File: src/rtl/fan_pwm_pkg.sv
package fan_pwm_pkg;
    localparam int CODE_W = 4;

    typedef struct packed {
        logic [CODE_W-1:0] ovr_code;
        logic              lock_flag;
        logic              lock_arm;
        logic              inv_on;
        logic              ovr_on;
    } ctl_reg_t;
endpackage

File: src/rtl/fan_duty_arb.sv
module fan_duty_arb #(
    parameter int NUM_SRC = 3,
    parameter int CODE_W  = 4
) (
    input  logic [NUM_SRC*CODE_W-1:0] auto_req,
    input  logic                      ovr_on,
    input  logic [CODE_W-1:0]         ovr_code,
    input  logic                      lock_flag,
    output logic [CODE_W-1:0]         sel_code
);
    logic [CODE_W-1:0] best;

    always_comb begin
        best = ovr_on ? ovr_code : '0;
        for (int i = 0; i < NUM_SRC; i++) begin
            if (auto_req[i*CODE_W +: CODE_W] > best) begin
                best = auto_req[i*CODE_W +: CODE_W];
            end
        end
        if (lock_flag) begin
            best = '1;
        end
        sel_code = best;
    end
endmodule

File: src/rtl/fan_pwm_gen.sv
module fan_pwm_gen #(
    parameter int PRESCALE = 2,
    parameter int PERIOD_W = 8,
    parameter int CODE_W   = 4
) (
    input  logic              clk,
    input  logic              rst_n,
    input  logic [CODE_W-1:0] code_in,
    input  logic              inv_on,
    output logic              pwm_out,
    output logic              period_start,
    output logic [PERIOD_W:0] cmp_level
);
    localparam int PRE_W = (PRESCALE > 1) ? $clog2(PRESCALE) : 1;
    localparam int CMP_W = PERIOD_W + 1;
    localparam int STEP  = ((1 << PERIOD_W) - 1) / ((1 << CODE_W) - 1);
    localparam logic [CMP_W-1:0] FULL = CMP_W'(1 << PERIOD_W);

    typedef struct packed {
        logic [PRE_W-1:0]    pre;
        logic [PERIOD_W-1:0] cnt;
        logic [CMP_W-1:0]    cmp;
    } gen_st_t;

    gen_st_t st_d, st_q;
    logic    tick;

    function automatic logic [CMP_W-1:0] code_to_cmp(input logic [CODE_W-1:0] c);
        if (c == '1) begin
            return FULL;
        end
        return CMP_W'(c) * CMP_W'(STEP);
    endfunction

    assign tick         = (st_q.pre == PRE_W'(PRESCALE - 1));
    assign period_start = tick && (st_q.cnt == '1);

    always_comb begin
        st_d = st_q;
        if (tick) begin
            st_d.pre = '0;
            st_d.cnt = st_q.cnt + 1'b1;
        end else begin
            st_d.pre = st_q.pre + 1'b1;
        end
        if (period_start) begin
            st_d.cmp = code_to_cmp(code_in);
        end
    end

    always_ff @(posedge clk or negedge rst_n) begin
        if (!rst_n) begin
            st_q <= '0;
        end else begin
            st_q <= st_d;
        end
    end

    assign cmp_level = st_q.cmp;
    assign pwm_out   = ({1'b0, st_q.cnt} < st_q.cmp) ^ inv_on;
endmodule

File: src/rtl/fan_pwm_ovr_ctrl.sv
module fan_pwm_ovr_ctrl
    import fan_pwm_pkg::*;
#(
    parameter int          NUM_SRC  = 3,
    parameter int          PRESCALE = 2,
    parameter int          PERIOD_W = 8,
    parameter logic [7:0]  REG_ADDR = 8'h2A
) (
    input  logic                      clk,
    input  logic                      rst_n,
    input  logic                      bus_wr,
    input  logic [7:0]                bus_addr,
    input  logic [7:0]                bus_wdata,
    output logic [7:0]                bus_rdata,
    input  logic                      cfg_lock,
    input  logic [NUM_SRC*CODE_W-1:0] auto_req,
    input  logic                      hot_evt,
    input  logic                      spin_req,
    output logic [CODE_W-1:0]         duty_code,
    output logic                      pwm_out
);
    ctl_reg_t          reg_d, reg_q;
    logic              hit;
    logic              lock_flag, lock_arm, ovr_on, inv_on;
    logic [CODE_W-1:0] ovr_code;
    logic [CODE_W-1:0] sel_code;
    logic [CODE_W-1:0] gen_code;
    logic              period_start;
    logic [PERIOD_W:0] cmp_level;

    assign hit = bus_wr && (bus_addr == REG_ADDR);

    always_comb begin
        reg_d = reg_q;
        if (hit && !cfg_lock) begin
            reg_d.ovr_on   = bus_wdata[0];
            reg_d.inv_on   = bus_wdata[1];
            reg_d.lock_arm = bus_wdata[2];
            reg_d.ovr_code = bus_wdata[7:4];
        end
        if (hit && !bus_wdata[3]) begin
            reg_d.lock_flag = 1'b0;
        end
        if (hot_evt && reg_q.lock_arm) begin
            reg_d.lock_flag = 1'b1;
        end
    end

    always_ff @(posedge clk or negedge rst_n) begin
        if (!rst_n) begin
            reg_q <= '0;
        end else begin
            reg_q <= reg_d;
        end
    end

    assign lock_flag = reg_q.lock_flag;
    assign lock_arm  = reg_q.lock_arm;
    assign ovr_on    = reg_q.ovr_on;
    assign inv_on    = reg_q.inv_on;
    assign ovr_code  = reg_q.ovr_code;

    fan_duty_arb #(
        .NUM_SRC (NUM_SRC),
        .CODE_W  (CODE_W)
    ) u_arb (
        .auto_req  (auto_req),
        .ovr_on    (ovr_on),
        .ovr_code  (ovr_code),
        .lock_flag (lock_flag),
        .sel_code  (sel_code)
    );

    assign duty_code = sel_code;
    assign gen_code  = spin_req ? '1 : sel_code;

    fan_pwm_gen #(
        .PRESCALE (PRESCALE),
        .PERIOD_W (PERIOD_W),
        .CODE_W   (CODE_W)
    ) u_gen (
        .clk          (clk),
        .rst_n        (rst_n),
        .code_in      (gen_code),
        .inv_on       (inv_on),
        .pwm_out      (pwm_out),
        .period_start (period_start),
        .cmp_level    (cmp_level)
    );

    always_comb begin
        bus_rdata = '0;
        if (bus_addr == REG_ADDR) begin
            bus_rdata = {spin_req ? {CODE_W{1'b0}} : sel_code,
                         lock_flag, lock_arm, inv_on, ovr_on};
        end
    end
endmodule

File: config.mk
export PLATFORM = sky130hd
export DESIGN_NAME = fan_pwm_ovr_ctrl
export DESIGN_NICKNAME = d
export VERILOG_FILES = /design/src/rtl/fan_pwm_pkg.sv /design/src/rtl/fan_duty_arb.sv /design/src/rtl/fan_pwm_gen.sv /design/src/rtl/fan_pwm_ovr_ctrl.sv
export SDC_FILE = /design/constraint.sdc
export NUM_CORES = 1
export LEC_CHECK = 0
export BUFFER_PORTS_ARGS = -buffer_cell sky130_fd_sc_hd__buf_4
export CAP_MARGIN = 20
export CORE_MARGIN = 2
export CORE_UTILIZATION = 45
export DETAILED_ROUTE_END_ITERATION = 6
export PLACE_DENSITY = 0.67
export SETUP_SLACK_MARGIN = 0.05
export SLEW_MARGIN = 20
export SYNTH_ARGS = -nofsm -noshare
export SYNTH_HDL_FRONTEND = slang
export SYNTH_SLANG_ARGS = --single-unit
File: constraint.sdc
create_clock -name clk -period 8.6 [get_ports clk]
set_clock_uncertainty 0.05 [all_clocks]
set_input_delay 1.72 -clock clk [delete_from_list [all_inputs] [get_ports clk]]
set_output_delay 1.72 -clock clk [all_outputs]
set_load 0.02 [all_outputs]
==> reports/metrics.yaml <==
maxSlewViolCount: 0
worstPathRequired_ns: 6.83
ctsHtreeMaxLevel: 1
hold_class: "flop to flop"
synth_seq_cells: 22
power_density_nw_per_um2: 129
io-pin-count: 47
gp_congestion: 0.857
hold_path_depth: 2
avgSynthCellArea_sq_um: 9.15
cts.sinks: 22
grt_pass1_vias: 1452
cp-end-kind: "output port"
dieHeight_um: 67.0
synthesis.nets: 248
cts_hold_repair.buffers: 0
fmax_mhz: 129
start_util_pct: 47.7
cp_max_fo: 9
clk_pin_slew_ns: 0.07
fin_setup_tns_ns: 0
drive_gt1_share_pct: 27.9
ff2ff_path_depth: 22
arrival_ns: 5.98
dieWidth_um: 67.0
num_vias: 1515
vias_per_cell: 5.26
tritoncts: "done"
setup_ws_ns: 0.846
firstDrtPassIters: 5
syn_inst: 195
yosys_most_used_dff: "dfrtp_1"
slew_headroom_pct: 68.3
vdd_drop_max_mv: 0.102
tightest_slew_ns: 0.473
r2r_setup_slack_ns: 3.58
dp.cells: 285
r2r_start: "ovr_on$_DFFE_PN0P_"
max-cap-violations: 0
met1Wirelength_um: 1880
ant_nets: 0
areaGrowthSynthToFinish_pct: 24.2
dr.max_layer_used: "met4"
fin_nets: 295
portBuffers: 46
crit_path_start_kind: "primary input"
cts_resized: 0
min_to: "lock_flag$_DFFE_PN0P_"
synthTopCellsByArea: "dfrtp_1 31%, ha_1 13%, mux2_2 5.7%"
finalSetupViolations: 0
clock_latency_ns: 0.25
core.rowCount: 22
antenna_found_initial: 0
fin_crit_ns: 7.75
cp_slowest_cell: "nor4_1"
grt_max_degree: 23
final_cells: 288
synth_enable_flop_cells: 0
synth_cell_types: 49
synth_top_area_cell: "dfrtp_1"
status: "complete, no violations"
path_cells: "buf_4 > ha_1 > and4_1 > a21oi_4 > mux2i_1 > inv_1 > ha_1 > a21oi_1 > a31oi_1 > a21oi_1 > o21ai_1 > nor2_1 > nand2_1 > o21ai_0 > ha_1 > o21a_1 > o21a_1 > o21a_1 > nor4_1 > nor3b_2 > nor2b_1 > buf_4"
grt_usage_pct: 18.3
rsz0062_at_grt: "false"
synth_area_sq_um: 1780
drt_iter0_markers: 56
ys_warn_count: 0
min_from: "lock_arm$_DFFE_PN0P_"
grt_pass1_wl_um: 6360
met2WireLength_um: 1640
r2r-end: "u_gen.cmp_level[6]$_DFFE_PN0P_"
clockRootBuffer: "clkbuf_8"
grt_overflow: 0
critical-path-max-stage-delay_ns: 0.38
final-hold-violation-count: 0
insertedDiodeCount: 0
fin_crit_sh_pct: 90.2
drt_wl_total_um: 3670
cts_buffer_depth: 2
yosysSeqAreaShare_pct: 30.9
wl_per_cell_um: 12.7
post-cts-setup-buffer-count: 0
final_area_sq_um: 2220
critPathKind: "primary input to output port"
dpl_cell_area_sq_um: 2170
hold_slack_ns: 0.445
place_worst_setup_slack_ns: 0.884
synth_top_area_share_pct: 30.9
leakage_nw: 1.17
die_area_sq_um: 4480
cts_buffers: 3
met3_length_um: 134
async_reset_ff_share_pct: 100
dp_hpwl_um: 3090
core-area_sq_um: 3740
remaining_drc_errors: 0
## sequential cells by signal (all words and copies together), names as in the netlist
name and count:
inv_on 1, lock_arm 1, lock_flag 1, ovr_code 4
ovr_on 1, u_gen.cmp_level 5, u_gen.st_q 8, u_gen.tick 1
## placed cells by master, fill, tap and decap left out, drive strengths merged, types with 2 or more instances in the layout
| cell | count |
|---|---|
| ha | 19 |
| o211ai | 2 |
| a21o | 3 |
| mux2i | 3 |
| nor2 | 13 |
| dfrtp | 22 |
| buf | 46 |
| a21oi | 10 |
| nor4 | 3 |
| nor3b | 4 |
| and2 | 7 |
| mux2 | 10 |
| o211a | 2 |
| nor3 | 4 |
| nand4 | 6 |
| clkbuf | 3 |
| xnor2 | 4 |
| nand3 | 4 |
| inv | 19 |
| o21a | 4 |
| xor2 | 3 |
| nand2 | 17 |
| o311ai | 2 |
| o21ai | 7 |
| nor2b | 7 |
## synthesized netlist by cell type, types with 5 or more instances
library cell	number
o21ai_0	5
nor2b_1	6
and2_1	7
nor2_1	13
inv_1	19
nand4_1	6
ha_1	19
nand2_1	17
a21oi_1	9
mux2_2	9
dfrtp_1	22
## how the worst max path moves through the flow
stage,startpoint,end,cells after the start
3_5_place_dp,auto_req[3],bus_rdata[6],22
6_report,auto_req[3],bus_rdata[6],22
3_3_place_gp,auto_req[3],bus_rdata[6],22
4_1_cts,auto_req[3],bus_rdata[6],22
2_1_floorplan,auto_req[3],bus_rdata[5],19
5_1_grt,auto_req[1],bus_rdata[6],23
## worst max-delay path: cells and delay by family
family | cells | cell delay (ns)
compound gates | 9 | 1.53
simple gates | 6 | 1.24
fa+ha+maj | 3 | 0.92
buf+inv | 3 | 0.36
mux | 1 | 0.21
## layer usage
layer,up-vias,global-route usage [%]
li1,792,-
met1,684,26.2
met2,37,30.1
met3,2,3.04
met4,0,1.53
met5,-,0
## cell families (layout without fill, tap and decap cells)
family	after synthesis	in the layout	synth area share, %
AO/OA/AOI/OAI	39	39	15.8
XOR/XNOR	7	7	3.44
adder cells (fa/ha/maj)	19	19	13.3
buffers and inverters	23	68	4.84
flip-flops	22	22	30.9
multiplexers	13	13	8.20
AND/OR/NAND/NOR	72	72	23.5
## per-stage QoR
stage | util, % | power, mW
6_report | 59.2 | 0.285
3_5_place_dp | 58.1 | 0.227
5_1_grt | 59.2 | 0.305
2_1_floorplan | - | 0.185
4_1_cts | 59.2 | 0.288
3_3_place_gp | 58.1 | 0.227
## layout make-up
cell class / count / area, sq um
Inverter: 19 / 71.3
Sequential cell: 22 / 551
Clock buffer: 3 / 41.3
Tap cell: 48 / 60.1
Fill cell: 359 / 1530
Timing Repair Buffer: 46 / 345
Multi-Input combinational cell: 150 / 1150
## power by group
part	switching (mW)	internal [mW]
clock network	0.0296	0.0311
logic	0.0647	0.0504
registers	0.00386	0.106
total	0.0981	0.187
(Power assumes the default switching activity.)
